## config.mk

```make
export PLATFORM = sky130hd
export DESIGN_NAME = bcr_tree_net
export DESIGN_NICKNAME = d
export VERILOG_FILES = /design/src/rtl/bcr_pkg.sv /design/src/rtl/bcr_seq.sv /design/src/rtl/bcr_bcast_tree.sv /design/src/rtl/bcr_sum_tree.sv /design/src/rtl/bcr_tree_net.sv
export SDC_FILE = /design/constraint.sdc
export NUM_CORES = 1
export LEC_CHECK = 0
export BUFFER_PORTS_ARGS = -buffer_cell sky130_fd_sc_hd__buf_4
export CAP_MARGIN = 5
export CORE_ASPECT_RATIO = 0.8
export CORE_UTILIZATION = 24
export DETAILED_ROUTE_END_ITERATION = 16
export HOLD_SLACK_MARGIN = 0.03
export PLACE_DENSITY = 0.45
export SLEW_MARGIN = 15
export SYNTH_ARGS = -nofsm -noshare
export SYNTH_HDL_FRONTEND = slang
export SYNTH_SLANG_ARGS = --single-unit
```

## constraint.sdc

```tcl
create_clock -name clk -period 1.9 [get_ports clk]
set_clock_uncertainty 0.1 [all_clocks]
set_input_delay 0.285 -clock clk [delete_from_list [all_inputs] [get_ports clk]]
set_output_delay 0.285 -clock clk [all_outputs]
set_load 0.02 [all_outputs]
```

## src/rtl/bcr_pkg.sv

```systemverilog
package bcr_pkg;

   typedef enum logic {
      MODE_BCAST  = 1'b0,
      MODE_REDUCE = 1'b1
   } net_mode_e;

   // register offset of the first node of tree level k (k >= 1) among the
   // N-2 intermediate nodes, counted from level 1 upward
   function automatic int node_off(input int n, input int k);
      return n - (n >> (k - 1));
   endfunction

   // offset of level m in the vector {intermediate regs, leaves}
   function automatic int kid_base(input int n, input int m);
      return 2 * n - 2 * (n >> m);
   endfunction

   // bit offset of level m in a packed vector whose level i holds
   // n>>i nodes of vw+i bits each
   function automatic int bit_off(input int n, input int vw, input int m);
      int acc;
      acc = 0;
      for (int i = 0; i < m; i++) acc += (n >> i) * (vw + i);
      return acc;
   endfunction

endpackage

```

## src/rtl/bcr_seq.sv

```systemverilog
module bcr_seq
   import bcr_pkg::*;
#(
   parameter int BC_LAT = 4,
   parameter int RD_LAT = 3
) (
   input  logic      clk,
   input  logic      rst_n,
   input  logic      start,
   input  net_mode_e mode,
   output logic      accept,
   output logic      busy,
   output logic      bcast_valid,
   output logic      sum_valid
);

   localparam int MAX_LAT = (BC_LAT > RD_LAT) ? BC_LAT : RD_LAT;
   localparam int CNT_W   = $clog2(MAX_LAT + 1);

   if (BC_LAT < 1 || RD_LAT < 1) begin : g_chk_lat
      $error("bcr_seq: latencies must be at least one cycle");
   end

   logic [CNT_W-1:0] cnt;
   net_mode_e        mode_q;
   logic             last;

   assign busy   = (cnt != '0);
   assign accept = start & ~busy;
   assign last   = (cnt == CNT_W'(1));

   always_ff @(posedge clk or negedge rst_n) begin
      if (!rst_n) begin
         cnt    <= '0;
         mode_q <= MODE_BCAST;
      end else if (accept) begin
         cnt    <= (mode == MODE_REDUCE) ? CNT_W'(RD_LAT) : CNT_W'(BC_LAT);
         mode_q <= mode;
      end else if (busy) begin
         cnt    <= cnt - CNT_W'(1);
      end
   end

   assign bcast_valid = last & (mode_q == MODE_BCAST);
   assign sum_valid   = last & (mode_q == MODE_REDUCE);

   AST_LOAD_LATENCY: assert property (@(posedge clk) disable iff (!rst_n)
      accept |=> cnt == (($past(mode) == MODE_REDUCE) ? CNT_W'(RD_LAT) : CNT_W'(BC_LAT)));

   AST_START_IGNORED: assert property (@(posedge clk) disable iff (!rst_n)
      (start && busy) |=> cnt == $past(cnt) - CNT_W'(1));

   AST_BUSY_AFTER_ACCEPT: assert property (@(posedge clk) disable iff (!rst_n)
      accept |=> busy);

   AST_VALID_SINGLE: assert property (@(posedge clk) disable iff (!rst_n)
      (bcast_valid || sum_valid) |=> !(bcast_valid || sum_valid));

   AST_VALID_EXCLUSIVE: assert property (@(posedge clk) disable iff (!rst_n)
      !(bcast_valid && sum_valid));

endmodule

```

## src/rtl/bcr_bcast_tree.sv

```systemverilog
module bcr_bcast_tree
   import bcr_pkg::*;
#(
   parameter  int N_PE  = 8,
   localparam int LVL   = $clog2(N_PE),
   localparam int IDX_W = LVL
) (
   input  logic             clk,
   input  logic             rst_n,
   input  logic             accept,
   input  logic             use_root,
   input  logic             root_bit_in,
   input  logic [IDX_W-1:0] src_idx,
   input  logic [N_PE-1:0]  pe_bit_in,
   output logic [N_PE-1:0]  pe_bit_out
);

   localparam int TOP_KID = kid_base(N_PE, LVL - 1);

   logic [N_PE-1:0]   leaf_g;   // leaves isolated except the source
   logic [N_PE-3:0]   up_r;     // rootward node registers
   logic [N_PE-3:0]   dn_r;     // leafward node registers
   logic [2*N_PE-3:0] up_all;
   logic              root_q;
   logic              use_root_q;
   logic              root_top;

   assign leaf_g = use_root ? '0 : (pe_bit_in & (N_PE'(1) << src_idx));
   assign up_all = {up_r, leaf_g};

   always_ff @(posedge clk or negedge rst_n) begin
      if (!rst_n) begin
         root_q     <= 1'b0;
         use_root_q <= 1'b0;
      end else if (accept) begin
         root_q     <= root_bit_in;
         use_root_q <= use_root;
      end
   end

   // turnaround at the root is combinational
   assign root_top = use_root_q ? root_q : (up_all[TOP_KID] | up_all[TOP_KID+1]);

   for (genvar k = 1; k < LVL; k++) begin : g_lvl
      localparam int NN  = N_PE >> k;
      localparam int OFF = node_off(N_PE, k);
      localparam int KB  = kid_base(N_PE, k - 1);
      for (genvar j = 0; j < NN; j++) begin : g_node
         always_ff @(posedge clk or negedge rst_n) begin
            if (!rst_n) up_r[OFF+j] <= 1'b0;
            else        up_r[OFF+j] <= up_all[KB+2*j] | up_all[KB+2*j+1];
         end
         if (k == LVL - 1) begin : g_top
            always_ff @(posedge clk or negedge rst_n) begin
               if (!rst_n) dn_r[OFF+j] <= 1'b0;
               else        dn_r[OFF+j] <= root_top;
            end
         end else begin : g_mid
            localparam int POFF = node_off(N_PE, k + 1);
            always_ff @(posedge clk or negedge rst_n) begin
               if (!rst_n) dn_r[OFF+j] <= 1'b0;
               else        dn_r[OFF+j] <= dn_r[POFF+j/2];
            end
         end
      end
   end

   for (genvar i = 0; i < N_PE; i++) begin : g_leaf
      assign pe_bit_out[i] = dn_r[i/2];
   end

endmodule

```

## src/rtl/bcr_sum_tree.sv

```systemverilog
module bcr_sum_tree
   import bcr_pkg::*;
#(
   parameter  int N_PE       = 8,
   parameter  int VAL_W      = 8,
   parameter  bit SUM_SIGNED = 1'b0,
   localparam int LVL        = $clog2(N_PE),
   localparam int SUM_W      = VAL_W + LVL
) (
   input  logic                  clk,
   input  logic                  rst_n,
   input  logic [N_PE*VAL_W-1:0] pe_val_in,
   output logic [SUM_W-1:0]      sum_out
);

   localparam int LEAF_BITS = N_PE * VAL_W;
   localparam int TOT       = bit_off(N_PE, VAL_W, LVL + 1);

   logic [TOT-LEAF_BITS-1:0] node_r;
   logic [TOT-1:0]           sum_all;

   assign sum_all = {node_r, pe_val_in};

   for (genvar k = 1; k <= LVL; k++) begin : g_lvl
      localparam int NN = N_PE >> k;
      localparam int W  = VAL_W + k;
      localparam int CW = W - 1;
      localparam int PB = bit_off(N_PE, VAL_W, k - 1);
      localparam int MB = bit_off(N_PE, VAL_W, k) - LEAF_BITS;
      for (genvar j = 0; j < NN; j++) begin : g_node
         logic [CW-1:0] a_w;
         logic [CW-1:0] b_w;
         logic [W-1:0]  s_w;
         assign a_w = sum_all[PB+(2*j)*CW +: CW];
         assign b_w = sum_all[PB+(2*j+1)*CW +: CW];
         if (SUM_SIGNED) begin : g_sext
            assign s_w = {a_w[CW-1], a_w} + {b_w[CW-1], b_w};
         end else begin : g_zext
            assign s_w = {1'b0, a_w} + {1'b0, b_w};
         end
         always_ff @(posedge clk or negedge rst_n) begin
            if (!rst_n) node_r[MB+j*W +: W] <= '0;
            else        node_r[MB+j*W +: W] <= s_w;
         end
      end
   end

   assign sum_out = sum_all[bit_off(N_PE, VAL_W, LVL) +: SUM_W];

endmodule

```

## src/rtl/bcr_tree_net.sv

```systemverilog
module bcr_tree_net
   import bcr_pkg::*;
#(
   parameter  int N_PE       = 8,
   parameter  int VAL_W      = 8,
   parameter  bit SUM_SIGNED = 1'b0,
   localparam int LVL        = $clog2(N_PE),
   localparam int SUM_W      = VAL_W + LVL
) (
   input  logic                  clk,
   input  logic                  rst_n,
   input  logic                  start,
   input  logic                  mode,
   input  logic [LVL-1:0]        src_idx,
   input  logic                  use_root,
   input  logic                  root_bit_in,
   input  logic [N_PE-1:0]       pe_bit_in,
   input  logic [N_PE*VAL_W-1:0] pe_val_in,
   output logic [N_PE-1:0]       pe_bit_out,
   output logic                  bcast_valid,
   output logic [SUM_W-1:0]      sum_out,
   output logic                  sum_valid,
   output logic                  busy
);

   localparam int BC_LAT = 2 * (LVL - 1);
   localparam int RD_LAT = LVL;

   if (N_PE < 4 || (N_PE & (N_PE - 1)) != 0) begin : g_chk_n
      $error("bcr_tree_net: N_PE must be a power of two of at least 4");
   end
   if (VAL_W < 1) begin : g_chk_w
      $error("bcr_tree_net: VAL_W must be positive");
   end

   logic accept;

   bcr_seq #(
      .BC_LAT (BC_LAT),
      .RD_LAT (RD_LAT)
   ) i_seq (
      .clk         (clk),
      .rst_n       (rst_n),
      .start       (start),
      .mode        (net_mode_e'(mode)),
      .accept      (accept),
      .busy        (busy),
      .bcast_valid (bcast_valid),
      .sum_valid   (sum_valid)
   );

   bcr_bcast_tree #(
      .N_PE (N_PE)
   ) i_bcast (
      .clk         (clk),
      .rst_n       (rst_n),
      .accept      (accept),
      .use_root    (use_root),
      .root_bit_in (root_bit_in),
      .src_idx     (src_idx),
      .pe_bit_in   (pe_bit_in),
      .pe_bit_out  (pe_bit_out)
   );

   bcr_sum_tree #(
      .N_PE       (N_PE),
      .VAL_W      (VAL_W),
      .SUM_SIGNED (SUM_SIGNED)
   ) i_sum (
      .clk       (clk),
      .rst_n     (rst_n),
      .pe_val_in (pe_val_in),
      .sum_out   (sum_out)
   );

   AST_LEAVES_AGREE: assert property (@(posedge clk) disable iff (!rst_n)
      bcast_valid |-> (pe_bit_out == {N_PE{pe_bit_out[0]}}));

endmodule

```

After elaboration in Yosys (flattened, before gate mapping)
Cells that the tools add are included.

$add $sub $neg: 8. Equal/unequal tests: 1. Shifts and indexed selects: 1. Muxes and demuxes: 5. Bitwise gates (word level): 13. Reductions and logical operators: 2.

Operators with widths (number): 8-bit by 8-bit adder with 9-bit output (4); 9-bit by 9-bit adder with 10-bit output (2); 10-bit by 10-bit adder with 11-bit output (1); 3-bit two-way mux (3); 8-bit AND (1); 8-bit two-way mux (1); 1-bit by 3-bit << shifter with 8-bit output (first input constant) (1); 1-bit OR (7); 1-bit AND (3); 3-bit by 1-bit == test with 1-bit output (second input constant) (1); 3-bit nonzero test (1); 3-bit by 1-bit subtractor with 3-bit output (second input constant) (1); 1-bit NOT (2); 2-bit nonzero test (1); 1-bit two-way mux (1).

Flip-flop bits (word level): 81. Input bits: 81. Logic and storage cells: 49.

Logic depth before layout (Yosys ltp)
Gate-level depths: netlist (run 1).

Word-level depth: 4. Gate-level depth with buffers: 8. Gate-level depth less buffers: 8.

Cells and area by module
From an unflattened synthesis (run 1), not the netlist that was laid out.

Cells, all modules: 409. Area, all modules: 4633.2 µm².

Modules (own cells, without submodules): bcr_sum_tree (times used 1, cells an instance 350, area each 3938.8 µm², sequential area each 1676.6 µm²); bcr_bcast_tree (times used 1, cells an instance 34, area each 442.9 µm², sequential area each 250.2 µm²); bcr_seq (times used 1, cells an instance 25, area each 251.5 µm², sequential area each 100.1 µm²).

Worst setup path before layout (run 1)
OpenSTA, ideal clock, no wires.

Path type: input-to-reg. Start point: in pe_val_in[0]. End point: reg i_sum.node_r[6] (netlist: i_sum.g_lvl[2].g_node[0].a_w[6]). Data arrival time: 1.674 ns. Setup slack: 0.046 ns. Stages on the path: 7. Cells stage by stage: ha_1 > fa_1 > a21o_1 > a21oi_2 > nor2_1 > a211oi_1 > xnor2_1.

Word-level cells in the longest chain between the ends: 1.

RTL lines: from (decl) (line bcr_tree_net.sv:18) `input logic [N_PE*VAL_W-1:0] pe_val_in,`; 8-bit by 8-bit adder with 9-bit output (line bcr_sum_tree.sv:39) `assign s_w = {1'b0, a_w} + {1'b0, b_w};`; net i_sum.g_lvl[1].g_node[0].s_w[6] (line bcr_sum_tree.sv:33) `logic [W-1:0] s_w;`; to (signal, indexed assignment) (line bcr_sum_tree.sv:43) `else node_r[MB+j*W +: W] <= s_w;`; to (decl) (line bcr_sum_tree.sv:19) `logic [TOT-LEAF_BITS-1:0] node_r;`.

The timed path passes the listed nets, and every way through them passes these cells. A chain may end at the register's enable or synchronous reset.

Final worst setup path (run 1)
Start point: reg i_sum.node_r[46] (netlist: i_sum.g_lvl[3].g_node[0].b_w[0]). End point: reg i_sum.node_r[66] (netlist: i_sum.sum_out[10]).

Word-level cells in the longest chain between the ends: 1.

RTL lines (line): 10-bit by 10-bit adder with 11-bit output (bcr_sum_tree.sv:39); net i_sum.g_lvl[3].g_node[0].s_w[10] (bcr_sum_tree.sv:33).

The timed path passes the listed nets, and every way through them passes these cells.

==> results.md, run 1 <==
* Status: finished, final reports clean
* Clock sink total at 81
* CP Cell Sequence: ha_2, inv_2, fa_2, nand2b_4, a21oi_2, a2111oi_4, o21ai_1, a21o_1
* First-pass GRT wire length at 16.4 mm
* Headroom to the max-slew limit at 69.5%
* Clock network fraction of total power at 21.2%
* Hold path depth at 2
* CP arrival at 1990 ps
* Hold_sp: use_root
* RSZ-0062 raised after global routing: yes
* WL final at 9.65 mm
* Dpl cells at 791
* Total grt overflow at 0
* Final critical-path required period at 1870 ps
* H-tree depth at 3
* Yosys warns at 0
* EDFF count, synth at 0
* Critical path class: reg2reg
* Switch share at 35.8%
* Layout filler cell count at a little under 2,000
* CP delay by family, top: compound AO/OA/AOI/OAI gates
* Area leader, netlist: dfrtp_1
* Wirelength per Cell at approximately 12 um
* Slowest stage delay, CP at approximately 370 ps
* Worst Tran Pin Value at 457 ps
* Gr usage total at roughly 10%
* CTS clk-pin slew, worst paths at 60 ps
* Most frequent cell after synthesis: dfrtp_1
* Post-synth ARST share at 100%
* Design Area, Final at 6320 um2
* Final ANT Viol Nets at 0
* Share of the synthesized area in the top cell type at roughly 43%
* Slowest CP cell: dfrtp_1
* Max-cap violations at 0
* Initial antenna violation count at 0
* RePlAce Congestion at 0.750
* Core region area at about 19,000 um2
* Area grow syn2layout at 34.7%
* Placed Area at slightly below 6000 um2
* Pwr/cell area at roughly 1400 nW/um2
* CP required at 2020 ps
* Sequential share of power at 30.0%
* Initial Util at approximately a quarter
* Post-route non-filler standard cell count at around 810
* Logic pwr share at 48.8%
* Fraction of layout cells with a size suffix above 1 at 31.6%
* CTS tree: yes
* # DRC at 0
* Num CTS Buffers at 9
* Initial DRC Count at 87
* Critical R2R Capture: i_sum.sum_out[10]
* DP HPWL at 7.90 mm
* Achievable Freq at between 500 and 600 MHz
* Die area at 20,100 um2
* Syn Inst Count at 425
* Cell Int Power at 5.48 mW
* Main area contributors after synthesis: dfrtp_1 (43%), ha_1 (17%), xnor2_1 (5.6%)
* Largest net degree at the start of global routing at 36
* Commonest cells post-synth: dfrtp_1 (81), ha_1 (63), xnor2_1 (30)
* Critical R2R Launch: i_sum.g_lvl[3].g_node[0].b_w[0]
* Multi-input gate area at approximately 2600 um2
* Syn_nets at 576
* Port Buffers at 102
* Psw at 3.05 mW
* Diodes inserted at 0
* Crit. Startpoint: i_sum.g_lvl[3].g_node[0].b_w[0]
* Worst Hold Class: in2reg
* # setup viols final at 0
* Vias in the first global route at 3,498
* Vias per inst at 4.20
* Sequential area share after synthesis at 43.2%
* Row cnt at 45
* Sequential cell area at 2030 um2
* Total power at 8.53 mW
* Mean Syn Cell Area at approximately 11 um2
* Nets at 700
* CTS max path bufs at 2
* Top-Level Pins at 103
* Hold Violations, Final at 0
* Reg2Reg Setup Slack at 30 ps
* Worst Reg-to-Reg Cells at 8
* Area of the mapped netlist at around 4700 um2
* DRT Pass-1 Iters at 5
* Final period utilization at 98.3%
* WHS Endpoint: i_bcast.up_all[9]
* Worst Path Buf+Inv at 1
* Max rail drop VDD at approximately 0.56 mV
* Routed via count at approximately 3,400
* Clk_lat worst skew at 330 ps
* DIE HEIGHT at ~130 um
* Final Max Slew Viols at 0
* Chip width at 158 um
* Top FF cell, synth: dfrtp_1
* Worst setup SP type: flop
* CTS Root Cell: clkbuf_16
* Dpl ws at -308 ps
* Crit end category: flop
* Post-synth cell types at 46
* Pleak at roughly 3.0 nW
* Max FO, Critical Path at 3
* Final setup margin at 32.4 ps
* Yosys reg bits at 81
flip-flops by register name, indices dropped and copies added, names as in the netlist:
signal                  flops
i_sum.sum_out              11
i_seq.mode_q                1
i_bcast.use_root_q          1
i_sum.g_lvl.g_node.a_w     28
i_sum.g_lvl.g_node.b_w     28
i_seq.cnt                   3
i_bcast.pe_bit_out          1
i_bcast.root_q              1
i_bcast.up_all              6
i_bcast.dn_r                1
cells by family (layout without fill, tap and decap cells):
family                   count (synthesis)  after routing  synth area share (%)
buffers and inverters                   33            162                  3.28
multiplexers                             7              7                  1.57
adder cells (fa/ha/maj)                 70             70                  19.8
AND/OR/NAND/NOR                        102            102                  11.0
AO/OA/AOI/OAI                           87             87                  12.8
XOR/XNOR                                45             45                  8.40
flip-flops                              81             81                  43.2
worst max path at each step:
| stage | cells past startpoint | slack [ps] | endpoint |
|---|---|---|---|
| floorplan | 7 | 50 | i_sum.g_lvl[2].g_node[0].a_w[6] |
| global placement | 8 | -290 | i_sum.g_lvl[2].g_node[0].b_w[8] |
| finish | 8 | 30 | i_sum.sum_out[10] |
| global route | 8 | -60 | i_sum.sum_out[10] |
| detailed placement | 8 | -310 | i_sum.g_lvl[2].g_node[0].b_w[8] |
| CTS | 8 | 5 | i_sum.sum_out[10] |
cell usage in the layout, fill, tap and decap left out, types with 4 or more instances in the layout:
cell	count
a211oi_1	4
a21o_1	12
a21oi_1	25
a21oi_2	7
a31oi_1	5
buf_4	118
clkbuf_16	9
dfrtp_1	81
fa_2	4
ha_1	56
ha_2	4
inv_1	22
mux2i_1	4
nand2_1	17
nand3_1	14
nor2_1	25
nor2b_1	4
nor3_1	11
o21a_1	4
o21ai_0	7
or2_2	7
xnor2_1	29
xor2_1	15
worst reg2reg max path, stage by stage, from the launching register on:
cell and delay, ps:
dfrtp_1 370, ha_2 190, inv_2 50, fa_2 200
nand2b_4 130, a21oi_2 60, a2111oi_4 310, o21ai_1 140
a21o_1 200
stage by stage:
step                hold WS, ps  setup TNS [ps]  util (%)
detailed placement          175           -1080      30.6
global placement            170            -879      30.6
CTS                        49.6               0      32.5
global route               49.0            -128      33.1
finish                     52.9               0      33.1
floorplan                  -111               0         -
timing repair:
item,4_1_cts,5_1_grt
endpoints found under the hold margin,35,0
endpoints found under the setup margin,5,12
gates resized for setup,5,23
hold buffers,3,0
pin swaps,3,3
buffers inserted,0,2
routing by layer:
| layer | GRT usage [%] | wire [um] | vias up |
|---|---|---|---|
| met2 | 16.5 | 4410 | 59 |
| met5 | 0 | 0 | - |
| met1 | 13.7 | 4700 | 1601 |
| met3 | 2.44 | 398 | 6 |
| li1 | - | - | 1741 |
| met4 | 3.56 | 135 | 0 |
power by group through the flow:
stage	Clock (mW)	Sequential, mW	Combinational, mW
after floorplan	0	2.66	2.65
after global placement	0	2.59	3.84
after detailed placement	0	2.59	3.92
after CTS	1.87	2.56	3.98
after global routing	1.95	2.64	4.66
final	1.81	2.56	4.16
cell type report:
cell class,count,share of cell area (%)
clock inverters,5,1.27
flip-flops and latches,81,32.1
inverters,24,1.43
repair buffers,122,14.8
multi-input cells,311,41.6
well taps,258,5.11
clock buffers,11,3.68
Power figures use the tool's default switching activity.
==> run 2, diff against run 1 <==
- SYNTH_HIERARCHICAL: unset -> 1
==> run 2 against run 1 <==
Net effect:
- first-iteration DRC count fell by 4.6%
- critical path type unchanged
- the flow now finishes with violations (setup timing)
- clock-buffer cell count fell by 2
- sequential share of layout area rose by 0.18 points
==> results.md, run 2 <==
* Layout filler cell count at 1,915
* Gr usage total at 10.3%
* Syn_nets at 560
* Placed Area at 5810 um2
* Failing checks: setup timing
* DP HPWL at 7.61 mm
* Dpl cells at 779
* Vias per inst at 4.18
* Design Area, Final at 6280 um2
* Final ANT Viol Nets at 0
* Max rail drop VDD at ~0.48 mV
* Yosys reg bits at 81
* Post-synth cell types at 51
* Crit end category: flop
* Largest net degree at the start of global routing at 50
* Post-synth ARST share at 100%
* Syn Inst Count at 409
* Num CTS Buffers at 9
* Final Max Slew Viols at 0
* Clk_lat worst skew at between 300 and 400 ps
* # setup viols final at 1
* Top FF cell, synth: dfrtp_1
* Core region area at about 19,000 um2
* RSZ-0062 raised after global routing: yes
* CP arrival at 2090 ps
* Vias in the first global route at 3,451
* Hold Violations, Final at 0
* WL final at roughly 9.5 mm
* Worst Tran Pin Value at between 600 and 700 ps
* Share of the synthesized area in the top cell type at 43.7%
* Psw at 3.11 mW
* Headroom to the max-slew limit at 57.6%
* Final critical-path required period at 1970 ps
* Mean Syn Cell Area at between 10 and 15 um2
* CTS max path bufs at 2
* CTS clk-pin slew, worst paths at 60 ps
* Worst Hold Class: in2reg
* Diodes inserted at 0
* Die area at 19,900 um2
* Final period utilization at 104%
* Pwr/cell area at 1360 nW/um2
* # DRC at 0
* Initial Util at 24.5%
* Pleak at roughly 3.0 nW
* Achievable Freq at 507 MHz
* Sequential area share after synthesis at 43.7%
* Most frequent cell after synthesis: dfrtp_1
* Area leader, netlist: dfrtp_1
* Commonest non-fill, non-tap cell in the layout: buf_4
* Port Buffers at 102
* Max FO, Critical Path at 2
* Nets at 690
* Initial DRC Count at 83
* Yosys warns at 6
* Worst setup SP type: flop
* RePlAce Congestion at 0.727
* Switch share at between 30% and 40%
* Status: finished, violations left
* Fraction of layout cells with a size suffix above 1 at 32.5%
* Routed via count at about 3,400
* Total grt overflow at 0
* Wirelength per Cell at 11.9 um
* Most frequent cells in the layout: buf_4 (122), dfrtp_1 (81), ha_1 (60)
* Chip width at 157 um
* Critical path class: reg2reg
* Max-cap violations at 0
* First-pass GRT wire length at 15.9 mm
* H-tree depth at 3
* Dpl ws at -347 ps
* Row cnt at 45
* Top-Level Pins at 103
* Post-route non-filler standard cell count at 802
* Logic pwr share at 48.2%
* Final setup margin at -73.7 ps
* DIE HEIGHT at approximately 130 um
* Clock network fraction of total power at 21.9%
* Main area contributors after synthesis: dfrtp_1 (44%), ha_1 (17%), xnor2_1 (5.3%)
* DRT Pass-1 Iters at 4
* Initial antenna violation count at 0
* Area grow syn2layout at 35.6%
* Area of the mapped netlist at 4630 um2
* CTS Root Cell: clkbuf_16
* Clock sink total at 81
* Sequential share of power at between 20 and 30%
* Total power at 8.56 mW
* Commonest cells post-synth: dfrtp_1 (81), ha_1 (63), a21oi_1 (28), xnor2_1 (28), nor2_1 (22)
* EDFF count, synth at 0
* Cell Int Power at 5.45 mW
* CP required at 2020 ps
* CTS tree: yes
[run 2: per-layer routing]
layer  global-route usage, %  routed length, um  vias to the layer above
li1                        -                  -                     1706
met3                    2.89                498                       10
met4                    4.28                125                        0
met2                    16.0               4240                       78
met5                       0                  0                        -
met1                    13.3               4640                     1560
[run 2: through the flow]
| stage | hold slack, ps | TNS, ps | util (%) |
|---|---|---|---|
| 5_1_grt | 63.2 | -334 | 33.2 |
| 6_report | 71.3 | -73.7 | 33.2 |
| 2_1_floorplan | -111 | 0 | - |
| 3_3_place_gp | 234 | -1370 | 30.7 |
| 3_5_place_dp | 237 | -1590 | 30.7 |
| 4_1_cts | 51.5 | -125 | 32.9 |
[run 2: final cells by class]
type / count / area [um2] / area share, %
Clock buffer: 9 / 225 / 3.58
Clock inverter: 7 / 100 / 1.59
Sequential cell: 81 / 2030 / 32.3
Tap cell: 258 / 323 / 5.14
Timing Repair Buffer: 128 / 986 / 15.7
Inverter: 19 / 71.3 / 1.13
Multi-Input combinational cell: 300 / 2550 / 40.6
[run 2: power groups by stage]
stage | clock, mW | sequential [mW] | combinational (mW)
2_1_floorplan | 0 | 2.66 | 2.64
3_3_place_gp | 0 | 2.59 | 3.84
3_5_place_dp | 0 | 2.60 | 3.90
4_1_cts | 1.96 | 2.57 | 4.04
5_1_grt | 2.04 | 2.62 | 4.60
6_report | 1.88 | 2.56 | 4.12
[run 2: critical path: stages (launching register included)]
cell,delay (ps)
dfrtp_1,370
ha_2,190
fa_2,390
a21oi_4,150
o21ai_2,90
a2111oi_2,300
nor3_1,100
xor2_1,150
[run 2: what timing repair did]
action	CTS	global route
endpoints found under the setup margin	6	13
hold buffers	5	0
gates resized for setup	8	13
pin swaps	2	6
buffers inserted	0	2
hold endpoints to repair	51	0
[run 2: cell families (layout without fill, tap and decap cells)]
| logic type | count (synthesis) | after routing | synth area share, % |
|---|---|---|---|
| buffers and inverters | 28 | 163 | 3.08 |
| multiplexers | 7 | 7 | 1.67 |
| AND/OR/NAND/NOR | 91 | 91 | 9.75 |
| AO/OA/AOI/OAI | 87 | 87 | 13.2 |
| adder cells (fa/ha/maj) | 70 | 70 | 20.0 |
| flip-flops | 81 | 81 | 43.7 |
| XOR/XNOR | 45 | 45 | 8.51 |
[run 2: worst paths after layout]
path	startpoint	end	slack, ps	cells after the start
min in group asynchronous	rst_n	i_bcast/up_all[11]	410	2
max	i_sum/g_lvl[2].g_node[0].a_w[0]	i_sum/g_lvl[3].g_node[0].a_w[8]	-70	7
min	pe_val_in[40]	i_sum/g_lvl[2].g_node[1].a_w[0]	70	2
max in group asynchronous	rst_n	i_seq/cnt[1]	680	3
max reg2reg	i_sum/g_lvl[2].g_node[0].a_w[0]	i_sum/g_lvl[3].g_node[0].a_w[8]	-70	7
min reg2reg	i_bcast/dn_r[5]	i_bcast/pe_bit_out[4]	250	0
==> run 3, diff against run 2 <==
- clock period: 1.9 -> 1.7 ns (I/O delays scaled with it)
==> run 3 against run 2 <==
Net effect:
- the flow still finishes with violations (setup timing)
- power grew 24%
- die area did not move
- flip-flop and latch count unchanged
- maximum frequency fell by 0.88%
- cell area is 8.9% higher
- non-clock buffer count up 38
- register-to-register slack lost 220 ps
- highest routed layer unchanged
- critical endpoint unchanged
- largest power group unchanged
- critical path depth did not move
==> results.md, run 3 (same netlist as run 2, synthesis figures left out) <==
* Status: finished, violations left
* Failing checks: setup timing
* Fraction of layout cells with a size suffix above 1 at a little over two fifths
* Multi-input gate area at 2810 um2
* Clock sink total at 81
* Die area at 19,900 um2
* Pleak at 3.21 nW
* Routed via count at 3,546
* Critical R2R Launch: i_sum/g_lvl[2].g_node[0].a_w[0]
* Clk_lat worst skew at ~340 ps
* Crit end category: flop
* Design Area, Final at 6850 um2
* CP arrival at 2100 ps
* H-tree depth at 3
* Hold Violations, Final at 0
* Core region area at ~19,000 um2
* DP HPWL at 7.92 mm
* Crit. Startpoint: i_sum/g_lvl[2].g_node[0].a_w[0]
* CTS Root Cell: clkbuf_16
* Nets at around 730
* Port Buffers at approximately 100
* Worst setup SP type: flop
* Initial antenna violation count at 0
* Util after Layout at 36.2%
* Num CTS Buffers at 9
* CTS max path bufs at 2
* Worst Hold Class: in2reg
* Achievable Freq at 502 MHz
* RePlAce Congestion at 0.796
* Sequential cell area at 2030 um2
* Total power at 10.6 mW
* Initial Util at 24.5%
* Critical path class: reg2reg
* Max FO, Critical Path at 2
* Most frequent cells in the layout: buf_4 (152), dfrtp_1 (81), ha_1 (49)
* Diodes inserted at 0
* DIE HEIGHT at 126 um
* Pwr/cell area at 1550 nW/um2
* DRT Pass-1 Iters at 4
* Wirelength per Cell at roughly 12 um
* Max rail drop VDD at 0.660 mV
* Layout filler cell count at about 1,900
* Final Max Slew Viols at 0
* CP required at around 1800 ps
* # DRC at 0
* CTS clk-pin slew, worst paths at 60 ps
* Headroom to the max-slew limit at 73.5%
* Total grt overflow at 0
* Final setup margin at -291 ps
* Largest net degree at the start of global routing at 37
* Row cnt at 45
* Placed Area at 6050 um2
* Gr usage total at 10.6%
* Vias in the first global route at 3,559
* # setup viols final at 14
* Hold_sp: pe_val_in[40]
* Final ANT Viol Nets at 0
* Worst Tran Pin Value at 393 ps
* Dpl ws at -320 ps
* Setup TNS at -1230 ps
* First-pass GRT wire length at 16.6 mm
* Commonest non-fill, non-tap cell in the layout: buf_4
* Chip width at 157 um
* Top-Level Pins at 103
* Final critical-path required period at 1990 ps
* Area grow syn2layout at 47.7%
* RSZ-0062 raised after global routing: yes
* Max-cap violations at 0
* Vias per inst at 4.22
* Final period utilization at 117%
* Initial DRC Count at 77
* CTS tree: yes
* WL final at 10.4 mm
run 3: changes by cell type in the layout (fill, tap and decap cells not counted), moves of 3 or more:
cell / previous run / this run
fa_2: 3 / 7
buf_4: 122 / 152
o21ai_0: 6 / 3
inv_1: 17 / 14
ha_1: 60 / 49
xnor2_1: 28 / 25
a21oi_2: 7 / 10
a21oi_1: 24 / 21
o21ai_1: 3 / 6
buf_6: 0 / 7
xnor2_2: 0 / 3
ha_4: 0 / 10
fa_1: 4 / 0
run 3: power by group:
part           internal (mW)  total [mW]  leakage, nW  switching [mW]
logic                   2.95        5.67         2.10            2.71
registers               2.59        2.93        0.967           0.344
clock network           1.22        2.01        0.148           0.781
run 3: cell type report:
class / count / area share [%]
clock buffer: 11 / 3.69
multi-input combinational: 300 / 41.0
inverter: 19 / 1.08
timing repair buffer: 166 / 19.0
clock inverter: 5 / 0.914
sequential: 81 / 29.6
tap: 258 / 4.72
run 3: layer usage:
metal  share of wire (%)  GRT usage (%)  vias up
li1                    -              -     1781
met1                  47           14.0     1683
met2                  47           16.8       71
met3                 4.5           2.92       11
met4                 1.3           3.08        0
met5                   0              0        -
run 3: critical path, cell delays in order (launching register included):
cell and delay [ps]:
dfrtp_1 370, ha_2 200, fa_2 370, a21oi_2 170, o21ai_2 100, a2111oi_2 300, nor3_1 100, xor2_1 150
run 3: final timing paths:
check,cells past startpoint,to,slack (ps)
hold reg to reg,0,i_bcast/pe_bit_out[4],250
max in group asynchronous,3,i_sum/sum_out[10],640
hold / removal,2,i_sum/g_lvl[2].g_node[1].a_w[0],50
setup / recovery,7,i_sum/g_lvl[3].g_node[0].a_w[8],-290
min in group asynchronous,2,i_sum/sum_out[7],300
setup reg to reg,7,i_sum/g_lvl[3].g_node[0].a_w[8],-290
run 3: metrics by stage:
stage,instances,hold slack [ps]
CTS,837,36.6
floorplan,409,-141
global placement,801,114
finish,840,45.1
global route,840,37.7
detailed placement,801,118
run 3: repair_timing:
action / 4_1_cts / 5_1_grt
hold buffers: 6 / 0
pin swaps: 19 / 28
buffers inserted: 14 / 9
endpoints found under the setup margin: 17 / 25
endpoints found under the hold margin: 31 / 0
gates resized for setup: 29 / 28
